### src/rtl/ssc_pkg.sv
package ssc_pkg;
  typedef enum logic [1:0] {
    MODE_INT  = 2'd0,
    MODE_FRAC = 2'd1,
    MODE_SSC  = 2'd2,
    MODE_BAD  = 2'd3
  } mode_e;

  function automatic mode_e pick_mode(input logic step_nz, input logic sd_en, input logic off_nz);
    if (!step_nz)   return MODE_INT;
    else if (sd_en) return MODE_SSC;
    else if (off_nz) return MODE_FRAC;
    else            return MODE_BAD;
  endfunction
endpackage

### src/rtl/ssc_cfg_regs.sv
module ssc_cfg_regs #(
  parameter int CFG_W = 8
) (
  input  logic             clk_i,
  input  logic             rst_ni,
  input  logic             load_i,
  input  logic             wrap_i,
  input  logic [CFG_W-1:0] cfg_i,
  output logic [CFG_W-1:0] act_o
);
  logic [CFG_W-1:0] shadow_q, act_q;
  logic             pend_q;

  always_ff @(posedge clk_i or negedge rst_ni) begin
    if (!rst_ni) begin
      shadow_q <= '0;
      act_q    <= '0;
      pend_q   <= 1'b0;
    end else begin
      if (load_i) shadow_q <= cfg_i;
      if (wrap_i && pend_q) act_q <= shadow_q;
      if (load_i)      pend_q <= 1'b1;
      else if (wrap_i) pend_q <= 1'b0;
    end
  end

  assign act_o = act_q;


  act_hold_chk: assert property (@(posedge clk_i) disable iff (!rst_ni)
    !wrap_i |=> $stable(act_q));
endmodule

### src/rtl/ssc_profile_seq.sv
module ssc_profile_seq #(
  parameter int T_W    = 4,
  parameter int NS_W   = 4,
  parameter int SAMP_W = 7,
  parameter int FRAC_W = 6,
  localparam int IDX_W = NS_W + 1,
  localparam int TBL_D = 2 ** IDX_W
) (
  input  logic                      clk_i,
  input  logic                      rst_ni,
  input  logic [T_W-1:0]            tssc_i,
  input  logic [NS_W-1:0]           nssc_i,
  input  logic                      center_i,
  input  logic                      zero_off_i,
  input  logic [TBL_D*SAMP_W-1:0]   table_i,
  output logic                      wrap_o,
  output logic                      first_o,
  output logic signed [SAMP_W:0]    sample_o
);
  localparam logic [SAMP_W-1:0] MAG_CAP = SAMP_W'(2 ** FRAC_W - 1);

  logic [T_W:0]       t_q, t_top;
  logic [IDX_W-1:0]   i_q, s_cnt, idx;
  logic [1:0]         q_q;
  logic               t_last, s_last, neg;
  logic [SAMP_W-1:0]  mag_raw, mag;

  assign t_top  = {1'b0, tssc_i} + 1'b1;
  assign s_cnt  = (nssc_i == '0) ? IDX_W'(2) : {nssc_i, 1'b0};
  assign t_last = (t_q == t_top);
  assign s_last = (i_q == s_cnt - 1'b1);
  assign wrap_o = t_last && s_last && (q_q == 2'd3);
  assign first_o = (t_q == '0) && (i_q == '0) && (q_q == 2'd0);

  always_ff @(posedge clk_i or negedge rst_ni) begin
    if (!rst_ni) begin
      t_q <= '0;
      i_q <= '0;
      q_q <= '0;
    end else if (t_last) begin
      t_q <= '0;
      if (s_last) begin
        i_q <= '0;
        q_q <= q_q + 1'b1;
      end else begin
        i_q <= i_q + 1'b1;
      end
    end else begin
      t_q <= t_q + 1'b1;
    end
  end

  // odd quarters walk the table back down
  assign idx     = q_q[0] ? (s_cnt - 1'b1 - i_q) : i_q;
  assign mag_raw = table_i[int'(idx)*SAMP_W +: SAMP_W];
  assign mag     = (zero_off_i && mag_raw > MAG_CAP) ? MAG_CAP : mag_raw;
  assign neg     = center_i ? q_q[1] : 1'b1;
  assign sample_o = neg ? -$signed({1'b0, mag}) : $signed({1'b0, mag});


  step_bound_chk: assert property (@(posedge clk_i) disable iff (!rst_ni)
    (t_q <= t_top) && (i_q < s_cnt));

  wrap_restart_chk: assert property (@(posedge clk_i) disable iff (!rst_ni)
    wrap_o |=> first_o);
endmodule

### src/rtl/ssc_sd_accum.sv
module ssc_sd_accum
  import ssc_pkg::*;
#(
  parameter int FRAC_W = 6,
  parameter int SAMP_W = 7,
  parameter int DIV_W  = 14
) (
  input  logic                   clk_i,
  input  logic                   rst_ni,
  input  mode_e                  mode_i,
  input  logic [DIV_W-1:0]       m_i,
  input  logic [FRAC_W-1:0]      offset_i,
  input  logic signed [SAMP_W:0] sample_i,
  input  logic                   first_i,
  output logic [DIV_W-1:0]       div_o,
  output logic                   err_o
);
  localparam int SUM_W = SAMP_W + 4;

  logic [FRAC_W-1:0]        acc_q, acc_use;
  logic signed [SUM_W-1:0]  inc, sum, carry;
  logic [DIV_W-1:0]         div_q;
  logic                     err_q;

  assign acc_use = first_i ? '0 : acc_q;

  always_comb begin
    unique case (mode_i)
      MODE_SSC:  inc = SUM_W'($signed({1'b0, offset_i})) + SUM_W'(sample_i);
      MODE_FRAC: inc = SUM_W'($signed({1'b0, offset_i}));
      default:   inc = '0;
    endcase
  end

  assign sum   = SUM_W'($signed({1'b0, acc_use})) + inc;
  assign carry = sum >>> FRAC_W;

  always_ff @(posedge clk_i or negedge rst_ni) begin
    if (!rst_ni) begin
      acc_q <= '0;
      div_q <= '0;
      err_q <= 1'b0;
    end else begin
      acc_q <= sum[FRAC_W-1:0];
      div_q <= m_i + DIV_W'(carry);
      err_q <= (mode_i == MODE_BAD);
    end
  end

  assign div_o = div_q;
  assign err_o = err_q;


  frac_step_chk: assert property (@(posedge clk_i) disable iff (!rst_ni)
    (mode_i == MODE_FRAC) |=> (div_o == $past(m_i) || div_o == $past(m_i) + 1'b1));

  bad_hold_chk: assert property (@(posedge clk_i) disable iff (!rst_ni)
    (mode_i == MODE_BAD) |=> (err_o && div_o == $past(m_i)));

  acc_restart_chk: assert property (@(posedge clk_i) disable iff (!rst_ni)
    (first_i && mode_i == MODE_FRAC) |=> (div_o == $past(m_i)));
endmodule

### src/rtl/ssc_frac_div.sv
module ssc_frac_div
  import ssc_pkg::*;
#(
  parameter int N_W    = 12,
  parameter int A_W    = 4,
  parameter int FRAC_W = 6,
  parameter int T_W    = 4,
  parameter int NS_W   = 4,
  parameter int SAMP_W = 7,
  parameter int DIV_W  = N_W + 2
) (
  input  logic                                clk_i,
  input  logic                                rst_ni,
  input  logic                                load_i,
  input  logic [N_W-1:0]                      n_i,
  input  logic [A_W-1:0]                      a_i,
  input  logic [FRAC_W-1:0]                   offset_i,
  input  logic [T_W-1:0]                      tssc_i,
  input  logic [NS_W-1:0]                     nssc_i,
  input  logic                                sd_en_i,
  input  logic                                center_i,
  input  logic [(2**(NS_W+1))*SAMP_W-1:0]     table_i,
  output logic [DIV_W-1:0]                    div_o,
  output logic                                err_o,
  output logic                                period_start_o
);
  localparam int TBL_W = (2 ** (NS_W + 1)) * SAMP_W;

  typedef struct packed {
    logic [TBL_W-1:0]  tbl;
    logic              center;
    logic              sd_en;
    logic [NS_W-1:0]   nssc;
    logic [T_W-1:0]    tssc;
    logic [FRAC_W-1:0] off;
    logic [A_W-1:0]    a;
    logic [N_W-1:0]    n;
  } cfg_t;

  cfg_t                   cfg_in, act;
  logic                   wrap, first, start_q;
  logic signed [SAMP_W:0] sample;
  logic [DIV_W-1:0]       m_int;
  mode_e                  mode;

  assign cfg_in = '{tbl: table_i, center: center_i, sd_en: sd_en_i, nssc: nssc_i,
                    tssc: tssc_i, off: offset_i, a: a_i, n: n_i};

  ssc_cfg_regs #(.CFG_W($bits(cfg_t))) u_cfg (
    .clk_i  (clk_i),
    .rst_ni (rst_ni),
    .load_i (load_i),
    .wrap_i (wrap),
    .cfg_i  (cfg_in),
    .act_o  (act)
  );

  assign m_int = DIV_W'({act.n, 1'b0}) + DIV_W'(act.a) + DIV_W'(1);
  assign mode  = pick_mode(act.tssc != '0, act.sd_en, act.off != '0);

  ssc_profile_seq #(.T_W(T_W), .NS_W(NS_W), .SAMP_W(SAMP_W), .FRAC_W(FRAC_W)) u_prof (
    .clk_i      (clk_i),
    .rst_ni     (rst_ni),
    .tssc_i     (act.tssc),
    .nssc_i     (act.nssc),
    .center_i   (act.center),
    .zero_off_i (act.off == '0),
    .table_i    (act.tbl),
    .wrap_o     (wrap),
    .first_o    (first),
    .sample_o   (sample)
  );

  ssc_sd_accum #(.FRAC_W(FRAC_W), .SAMP_W(SAMP_W), .DIV_W(DIV_W)) u_acc (
    .clk_i    (clk_i),
    .rst_ni   (rst_ni),
    .mode_i   (mode),
    .m_i      (m_int),
    .offset_i (act.off),
    .sample_i (sample),
    .first_i  (first),
    .div_o    (div_o),
    .err_o    (err_o)
  );

  always_ff @(posedge clk_i or negedge rst_ni) begin
    if (!rst_ni) start_q <= 1'b0;
    else         start_q <= first;
  end
  assign period_start_o = start_q;


  clamp_chk: assert property (@(posedge clk_i) disable iff (!rst_ni)
    (mode == MODE_SSC && act.off == '0) |-> (sample <= 63 && sample >= -63));

  int_mode_chk: assert property (@(posedge clk_i) disable iff (!rst_ni)
    (mode == MODE_INT) |=> (div_o == $past(m_int) && !err_o));
endmodule

### config.mk
export PLATFORM = sky130hd
export DESIGN_NAME = ssc_frac_div
export DESIGN_NICKNAME = d
export VERILOG_FILES = /design/src/rtl/ssc_pkg.sv /design/src/rtl/ssc_cfg_regs.sv /design/src/rtl/ssc_profile_seq.sv /design/src/rtl/ssc_sd_accum.sv /design/src/rtl/ssc_frac_div.sv
export SDC_FILE = /design/constraint.sdc
export NUM_CORES = 1
export LEC_CHECK = 0
export ABC_AREA = 1
export BUFFER_PORTS_ARGS = -buffer_cell sky130_fd_sc_hd__buf_2
export CORE_ASPECT_RATIO = 1.2
export CORE_MARGIN = 10
export CORE_UTILIZATION = 35
export DETAILED_ROUTE_END_ITERATION = 10
export SYNTH_ARGS = -nofsm -noshare
export SYNTH_HDL_FRONTEND = slang
export SYNTH_HIERARCHICAL = 1
export SYNTH_SLANG_ARGS = --single-unit
### constraint.sdc
create_clock -name clk_i -period 6.75 [get_ports clk_i]
set_input_delay 1.35 -clock clk_i [delete_from_list [all_inputs] [get_ports clk_i]]
set_output_delay 1.35 -clock clk_i [all_outputs]
set_load 0.01 [all_outputs]
-- Word level (Yosys, flattened, before mapping)
Index checks and enable logic that the tools add are counted.
Widths: inputs -> output; s select.
- register bits after elaboration: 547
- input bits: 259
- output and inout bits: 16
- logic and storage cells: 60
- add/sub/neg operators: 12
- multiply operators: 1
- magnitude comparators: 1
- equal/unequal tests: 6
- shift-type cells: 1
- muxes and demuxes: 14
- reduce and logical (&&, ||, !) cells: 15
- operator list (operator ; count):
    $shiftx 224x32->7 ; 1
    $pmux 11 s2 ; 1
    $mux 5 ; 4
    $add 13x4->14 ; 1
    $add 14x1->14 const B ; 1
    $add 14x14->14 ; 1
    $add 7x11->11 ; 1
    $add 5x1->5 const B ; 2
    $eq 5x5->1 ; 2
    $logic_not 5->1 ; 2
    $add 7x8->9 ; 1
    $mul 5x3->8 const B ; 1
    $mux 8 ; 1
    $neg 7->8 ; 1
    $gt 7x6->1 const B ; 1
    $mux 7 ; 1
    $eq 2x2->1 const B ; 3
    $logic_and 1x1->1 ; 6
    $logic_not 6->1 ; 1
    $mux 2 ; 3
    $mux 6 ; 1
    $reduce_bool 6->1 ; 1
    $add 4x1->5 const B ; 1
    $sub 5x1->5 const B ; 1
    other kinds (9) ; 11

-- Depth between registers and ports, before layout
- depth after elaboration: 16
- mapped depth: 49
- depth with buffers taken out: 48

-- Modules after synthesis
Netlist, hierarchy kept.
- by module, submodules not included (module ; times used ; cells an instance ; area each (um2) ; seq. area each (um2)):
    ssc_cfg_regs ; 1 ; 2196 ; 20048.0 ; 12837.3
    ssc_profile_seq ; 1 ; 728 ; 3702.3 ; 300.3
    ssc_sd_accum ; 1 ; 250 ; 1950.6 ; 525.5
    ssc_frac_div ; 1 ; 96 ; 494.2 ; 25.0

-- Least setup slack after synthesis
Ideal clock, no wire load.
- path kind: register -> register
- start point: reg u_cfg.act_q[27], in the netlist u_cfg/act_o[27]
- end point: reg u_acc.div_q[10], in the netlist u_acc/div_o[10]
- library setup time: 0.079 ns
- data arrival time: 5.796 ns
- required time: 6.671 ns
- slack: 0.875 ns
- stages on the path, launching flop included: 40
- buffers on the path: 0
- period minus slack after synthesis: 5.875 ns
- cells stage by stage: dfrtp_1 > nor2_1 > nand2_1 > nand3_1 > o21ai_0 > ha_1 > nand2_1 > nand2_1 > a21oi_1 > xnor2_1 > nand2_1 > nand2_2 > clkinv_1 > nand3_2 > nand3_4 > nand2_2 > inv_1 > ha_1 > [4 not listed] > o21bai_1 > nand2_1 > a32o_1 > ha_1 > nand2_1 > inv_2 > nand2_1 > nand3_1 > xnor2_1 > inv_1 > ha_1 > fa_1 > nand3_1 > nand2_1 > a21oi_1 > o21ai_1 > a21oi_1 > xor2_1
- word-level cells in the longest chain between the ends: 16
- RTL lines (element ; RTL line ; RTL):
    start: declaration ; ssc_cfg_regs.sv:11 ; logic [CFG_W-1:0] shadow_q, act_q;
    start signal: assignment ; ssc_cfg_regs.sv:21 ; if (wrap_i && pend_q) act_q <= shadow_q;
    $logic_not 4->1 ; ssc_profile_seq.sv:29 ; assign s_cnt = (nssc_i == '0) ? IDX_W'(2) : {nssc_i, 1'b0};
    $mux 5 (*) ; ssc_profile_seq.sv:29 ;
    $sub 5x1->5 (*) ; ssc_profile_seq.sv:54 ; assign idx = q_q[0] ? (s_cnt - 1'b1 - i_q) : i_q;
    $sub 5x5->5 (*) ; ssc_profile_seq.sv:54 ;
    $mux 5 (*) ; ssc_profile_seq.sv:54 ;
    $mul 5x3->8 (*) ; ssc_profile_seq.sv:55 ; assign mag_raw = table_i[int'(idx)*SAMP_W +: SAMP_W];
    $shiftx 224x32->7 (*) ; ssc_profile_seq.sv:55 ;
    $gt 7x6->1 ; ssc_profile_seq.sv:56 ; assign mag = (zero_off_i && mag_raw > MAG_CAP) ? MAG_CAP : mag_raw;
    $logic_and 1x1->1 ; ssc_profile_seq.sv:56 ;
    $mux 7 (*) ; ssc_profile_seq.sv:56 ;
    $neg 7->8 ; ssc_profile_seq.sv:58 ; assign sample_o = neg ? -$signed({1'b0, mag}) : $signed({1'b0, mag});
    $mux 8 (*) ; ssc_profile_seq.sv:58 ;
    net sample[0] ; ssc_frac_div.sv:42 ; logic signed [SAMP_W:0] sample;
    $add 7x8->9 (*) ; ssc_sd_accum.sv:29 ; MODE_SSC: inc = SUM_W'($signed({1'b0, offset_i})) + SUM_W'(sample_i);
    $pmux 11 s2 (*) ; ssc_sd_accum.sv:28 ; unique case (mode_i)
    $add 7x11->11 (*) ; ssc_sd_accum.sv:35 ; assign sum = SUM_W'($signed({1'b0, acc_use})) + inc;
    $add 14x14->14 (*) ; ssc_sd_accum.sv:45 ; div_q <= m_i + DIV_W'(carry);
    end signal: assignment ; ssc_sd_accum.sv:45 ;
    end: declaration ; ssc_sd_accum.sv:22 ; logic [DIV_W-1:0] div_q;
Mark *: on every way through the listed nets, which the timed path passes. The rest lies on a longest branch.
A chain may end at the register's enable or synchronous reset.

-- Worst setup path after layout
- start point: reg u_cfg.act_q[27], in the netlist u_cfg/act_o[27]
- end point: reg u_acc.div_q[11], in the netlist u_acc/div_o[11]
Same word-level chain as after synthesis.

==> Flow_metrics.wiki <==
{| class="wikitable"
! Metric !! Value
|-
| Outcome || finished, final reports clean
|-
| Share of synthesized area occupied by flip-flops and latches || 0.523
|-
| Number of buffers inserted for hold repair after clock tree synthesis || 0
|-
| Yosys warns || 6
|-
| Count of distinct cell types in the synthesized netlist || 46
|-
| Total Negative Setup Slacks || 0 ns
|-
| Length of routed met3 wiring || 3.26 mm
|-
| Crit path time final || 6.28 ns
|-
| Routed metal-1 wirelength || 35.0 mm
|-
| Wire length of the first global-routing pass || 123 mm
|-
| Root Buffer || sky130_fd_sc_hd__clkbuf_16
|-
| TritonCTS Buffers || 59
|-
| Static Leakage || 16.2 nW
|-
| Overall power || 12.2 mW
|-
| Worst hold endpoint || u_cfg/act_o[100]$_DFFE_PN0P_
|-
| Internal reg-to-reg setup slack || 0.47 ns
|-
| Proportion of register bits with asynchronous set or reset after synthesis || 1.00
|-
| Count of final setup violators || 0
|-
| Worst vdd ir || 0.230 mV
|-
| Highest routed metal layer || met4
|-
| Final Slew Violations || 0
|-
| Residual DRC count || 0
|-
| Setup slack after layout || 0.473 ns
|-
| Number of iterations in the first detailed-routing pass || 5
|-
| Die X || 270 microns
|-
| Commonest non-fill, non-tap cell in the layout || sky130_fd_sc_hd__nand2_1
|-
| Post-layout nets || 3771
|-
| Routability Congestion || 0.811
|-
| Residual antenna-violating net count after detailed routing || 0
|-
| Setup Slack @ Placement || 0.0828 ns
|-
| Hold Path Cell Cnt || 2
|-
| Worst setup path class || reg -> reg
|-
| Final instance area || 30200 sq um
|-
| Synthesized netlist cell count || 3270
|-
| Cell repeated most along the worst path || sky130_fd_sc_hd__nand2_1
|-
| P&R area growth vs syn || 15.1%
|-
| #FFs+latches synth || 547
|-
| Slew of the pin with the lowest slew margin || 1.17 ns
|-
| Smallest hold slack || 0.468 ns
|-
| Final worst clock skew || 0.0248 ns
|-
| Final worst-path cycle share || 0.930
|-
| Maximum level of the CTS H-tree || 2
|-
| Fraction of final layout cells sized beyond drive strength 1 || 0.140
|-
| Number of placed instances, taps included || 4395
|-
| HPWL reported at the end of detailed placement || 51.9 mm
|-
| CTS tree || done
|-
| Total length of routed met2 wires || 36.9 mm
|-
| Destination of the worst register-to-register timing path || u_acc/div_o[11]$_DFF_PN0_
|-
| Clk_lat worst skew || 0.63 ns
|-
| Category of the worst setup path launch point || flop
|-
| CP Capture Type || flop
|-
| Die area || 86200 sq um
|-
| Total power divided by cell area || 405 nW/um^2
|-
| Area of the placeable core || 73900 sq um
|-
| Initial cell density of the core || 0.354
|-
| Max-capacitance violation count || 0
|-
| Crit-path slowest cell || sky130_fd_sc_hd__dfrtp_1
|-
| Maximum clock rate || 159 MHz
|-
| Worst path arrival time || 6.83 ns
|-
| Vias per cell || 4.76
|-
| Aggregate global-route resource usage || 0.175
|-
| Pin count of the biggest net entering global routing || 215
|-
| Vias in the first global route || 21.8k
|-
| Post-layout util || 0.408
|-
| Number of flops mapped to enable cells by yosys || 0
|-
| Number of sinks on the clock net || 547
|-
| Worst Hold Launch || u_cfg/act_o[100]$_DFFE_PN0P_
|-
| Via count || 21.5k
|-
| Number of placed I/O pins || 275
|-
| Row cnt || 109
|-
| Post-Syn Area per Cell || 8.01 sq um
|-
| Number of DRC markers in iteration 0 || 1648
|-
| Floorplan die height || 320 microns
|-
| Total count of hold-check failures in the final report || 0
|-
| Most used DFF post-synth || sky130_fd_sc_hd__dfrtp_1
|-
| Length in cells of the worst reg-to-reg path || 40
|-
| Final routed wirelength across all metal layers || 77.0 mm
|-
| Remaining global-route overflow || 0
|-
| WP data required || 7.30 ns
|-
| Deepest clock path buffer count || 3
|-
| Antenna fix cells || 0
|-
| Quantity of I/O buffers inserted on ports || 274
|-
| Mapped Area || 26200 sq um
|-
| Slew margin rel. || 0.219
|-
| Filler-free cell count of the finished design || 4507
|-
| Cell area after placement || 27800 sq um
|-
| Number of antenna violations at the first check in global routing || 0
|-
| Maximum fanout encountered on the critical timing path || 7
|-
| Wire length per cell after detailed routing || 17.1 microns
|-
| Highest-count cells in the layout ignoring fill and taps || 1734 x sky130_fd_sc_hd__nand2_1, 546 x sky130_fd_sc_hd__dfrtp_1, 462 x sky130_fd_sc_hd__nand3_1
|-
| Reg-to-reg startpoint || u_cfg/act_o[27]$_DFFE_PN0P_
|-
| Clock transition time at the flip-flop clock pins of the worst setup and hold paths || 0.06 ns
|-
| Worst hold path type || reg -> reg
|-
| Worst path max stage delay || 0.40 ns
|-
| Post-Syn Nets || 3576
|}
[final cells by class]
| cell class | instances | area, sq um |
|---|---|---|
| timing repair inverter | 1 | 7.51 |
| fill | 7716 | 43800 |
| multi-input combinational | 2437 | 10900 |
| timing repair buffer | 317 | 1860 |
| tap | 999 | 1250 |
| clock inverter | 23 | 394 |
| sequential | 547 | 13700 |
| clock buffer | 81 | 1650 |
| inverter | 102 | 403 |
[worst max-delay path by stage]
stage	startpoint	endpoint	slack, ns
after global placement	u_cfg/act_o[27]$_DFFE_PN0P_	u_acc/div_o[10]$_DFF_PN0_	0.20
after CTS	u_cfg/act_o[27]$_DFFE_PN0P_	u_acc/div_o[10]$_DFF_PN0_	0.08
after global routing	u_cfg/act_o[27]$_DFFE_PN0P_	u_acc/div_o[11]$_DFF_PN0_	-0.06
final	u_cfg/act_o[27]$_DFFE_PN0P_	u_acc/div_o[11]$_DFF_PN0_	0.47
after floorplan	u_cfg/act_o[27]$_DFFE_PN0P_	u_acc/div_o[10]$_DFF_PN0_	0.88
after detailed placement	u_cfg/act_o[27]$_DFFE_PN0P_	u_acc/div_o[10]$_DFF_PN0_	0.08
[critical path, delay by kind of cell, from the launching register on]
family | cells | cell delay (ns)
buffers and inverters | 4 | 0.32
adders and majority gates | 5 | 1.57
xor gates and xnor gates | 4 | 0.63
AOI/OAI and AO/OA | 9 | 1.36
DFF | 1 | 0.40
and+or+nand+nor | 18 | 1.92
[per-layer routing]
metal  vias up  GRT usage
met5         -          0
li1      10700          -
met4         0     0.0466
met3       107     0.0245
met2       460      0.293
met1     10200      0.234
[flip-flops by register name, summed over array words and instances (netlist names), 2 cells and up]
signal / flops
u_prof/i_q: 5
u_prof/t_q: 5
u_prof/q_q: 2
u_cfg/act_o: 256
u_acc/acc_q: 6
u_cfg/shadow_q: 256
u_acc/div_o: 14
[synth_stat cells, types with 2 or more instances]
cell type / count / area, sq um
sky130_fd_sc_hd__xnor2_1: 8 / 70.1
sky130_fd_sc_hd__inv_1: 91 / 342
sky130_fd_sc_hd__o21ai_0: 11 / 55.1
sky130_fd_sc_hd__nor2_4: 2 / 22.5
sky130_fd_sc_hd__a21oi_1: 21 / 105
sky130_fd_sc_hd__o31ai_1: 2 / 15.0
sky130_fd_sc_hd__o21a_1: 2 / 15.0
sky130_fd_sc_hd__nor3_1: 4 / 20.0
sky130_fd_sc_hd__o21bai_1: 4 / 30.0
sky130_fd_sc_hd__a21o_1: 2 / 15.0
sky130_fd_sc_hd__fa_1: 4 / 80.1
sky130_fd_sc_hd__o21ai_1: 6 / 30.0
sky130_fd_sc_hd__or2_2: 2 / 12.5
sky130_fd_sc_hd__xor2_1: 23 / 201
sky130_fd_sc_hd__nand3_2: 4 / 40.0
sky130_fd_sc_hd__dfrtp_1: 547 / 13700
sky130_fd_sc_hd__or2_1: 2 / 12.5
sky130_fd_sc_hd__a21oi_2: 2 / 17.5
sky130_fd_sc_hd__nand3_4: 2 / 35.0
sky130_fd_sc_hd__nor4_1: 2 / 12.5
sky130_fd_sc_hd__buf_2: 75 / 375
sky130_fd_sc_hd__nand2_2: 11 / 68.8
sky130_fd_sc_hd__buf_4: 38 / 285
sky130_fd_sc_hd__ha_1: 43 / 538
sky130_fd_sc_hd__nand3b_1: 3 / 22.5
sky130_fd_sc_hd__nor2_2: 4 / 25.0
sky130_fd_sc_hd__nor2_1: 42 / 158
sky130_fd_sc_hd__clkbuf_1: 2 / 7.51
sky130_fd_sc_hd__nand2_1: 1737 / 6520
sky130_fd_sc_hd__clkinv_1: 2 / 7.51
sky130_fd_sc_hd__o21ai_2: 2 / 17.5
sky130_fd_sc_hd__inv_2: 8 / 30.0
sky130_fd_sc_hd__nand2_4: 5 / 56.3
sky130_fd_sc_hd__nand3_1: 464 / 2320
sky130_fd_sc_hd__buf_6: 68 / 766
sky130_fd_sc_hd__nand4_1: 15 / 93.8
[what timing repair did]
item / CTS / global route
endpoints found under the setup margin: 0 / 10
setup buffers: 0 / 6
resized for setup: 0 / 47
[cells by family (layout without fill, tap and decap cells)]
logic type               count (synthesis)  in the layout  synth area share
AO/OA/AOI/OAI                           57             57            0.0130
XOR/XNOR                                31             31            0.0104
flip-flops                             547            547             0.523
AND/OR/NAND/NOR                       2302           2302             0.360
buffers and inverters                  286            524            0.0700
adder cells (fa/ha/maj)                 47             47            0.0236
[report_power, final]
part / switching (mW) / internal [mW] / leakage, nW / total (mW)
registers: 0.235 / 3.65 / 6.66 / 3.88
clock network: 1.37 / 2.05 / 0.999 / 3.42
logic: 3.22 / 1.69 / 8.52 / 4.91
total: 4.82 / 7.39 / 16.2 / 12.2
(Power assumes the default switching activity.)
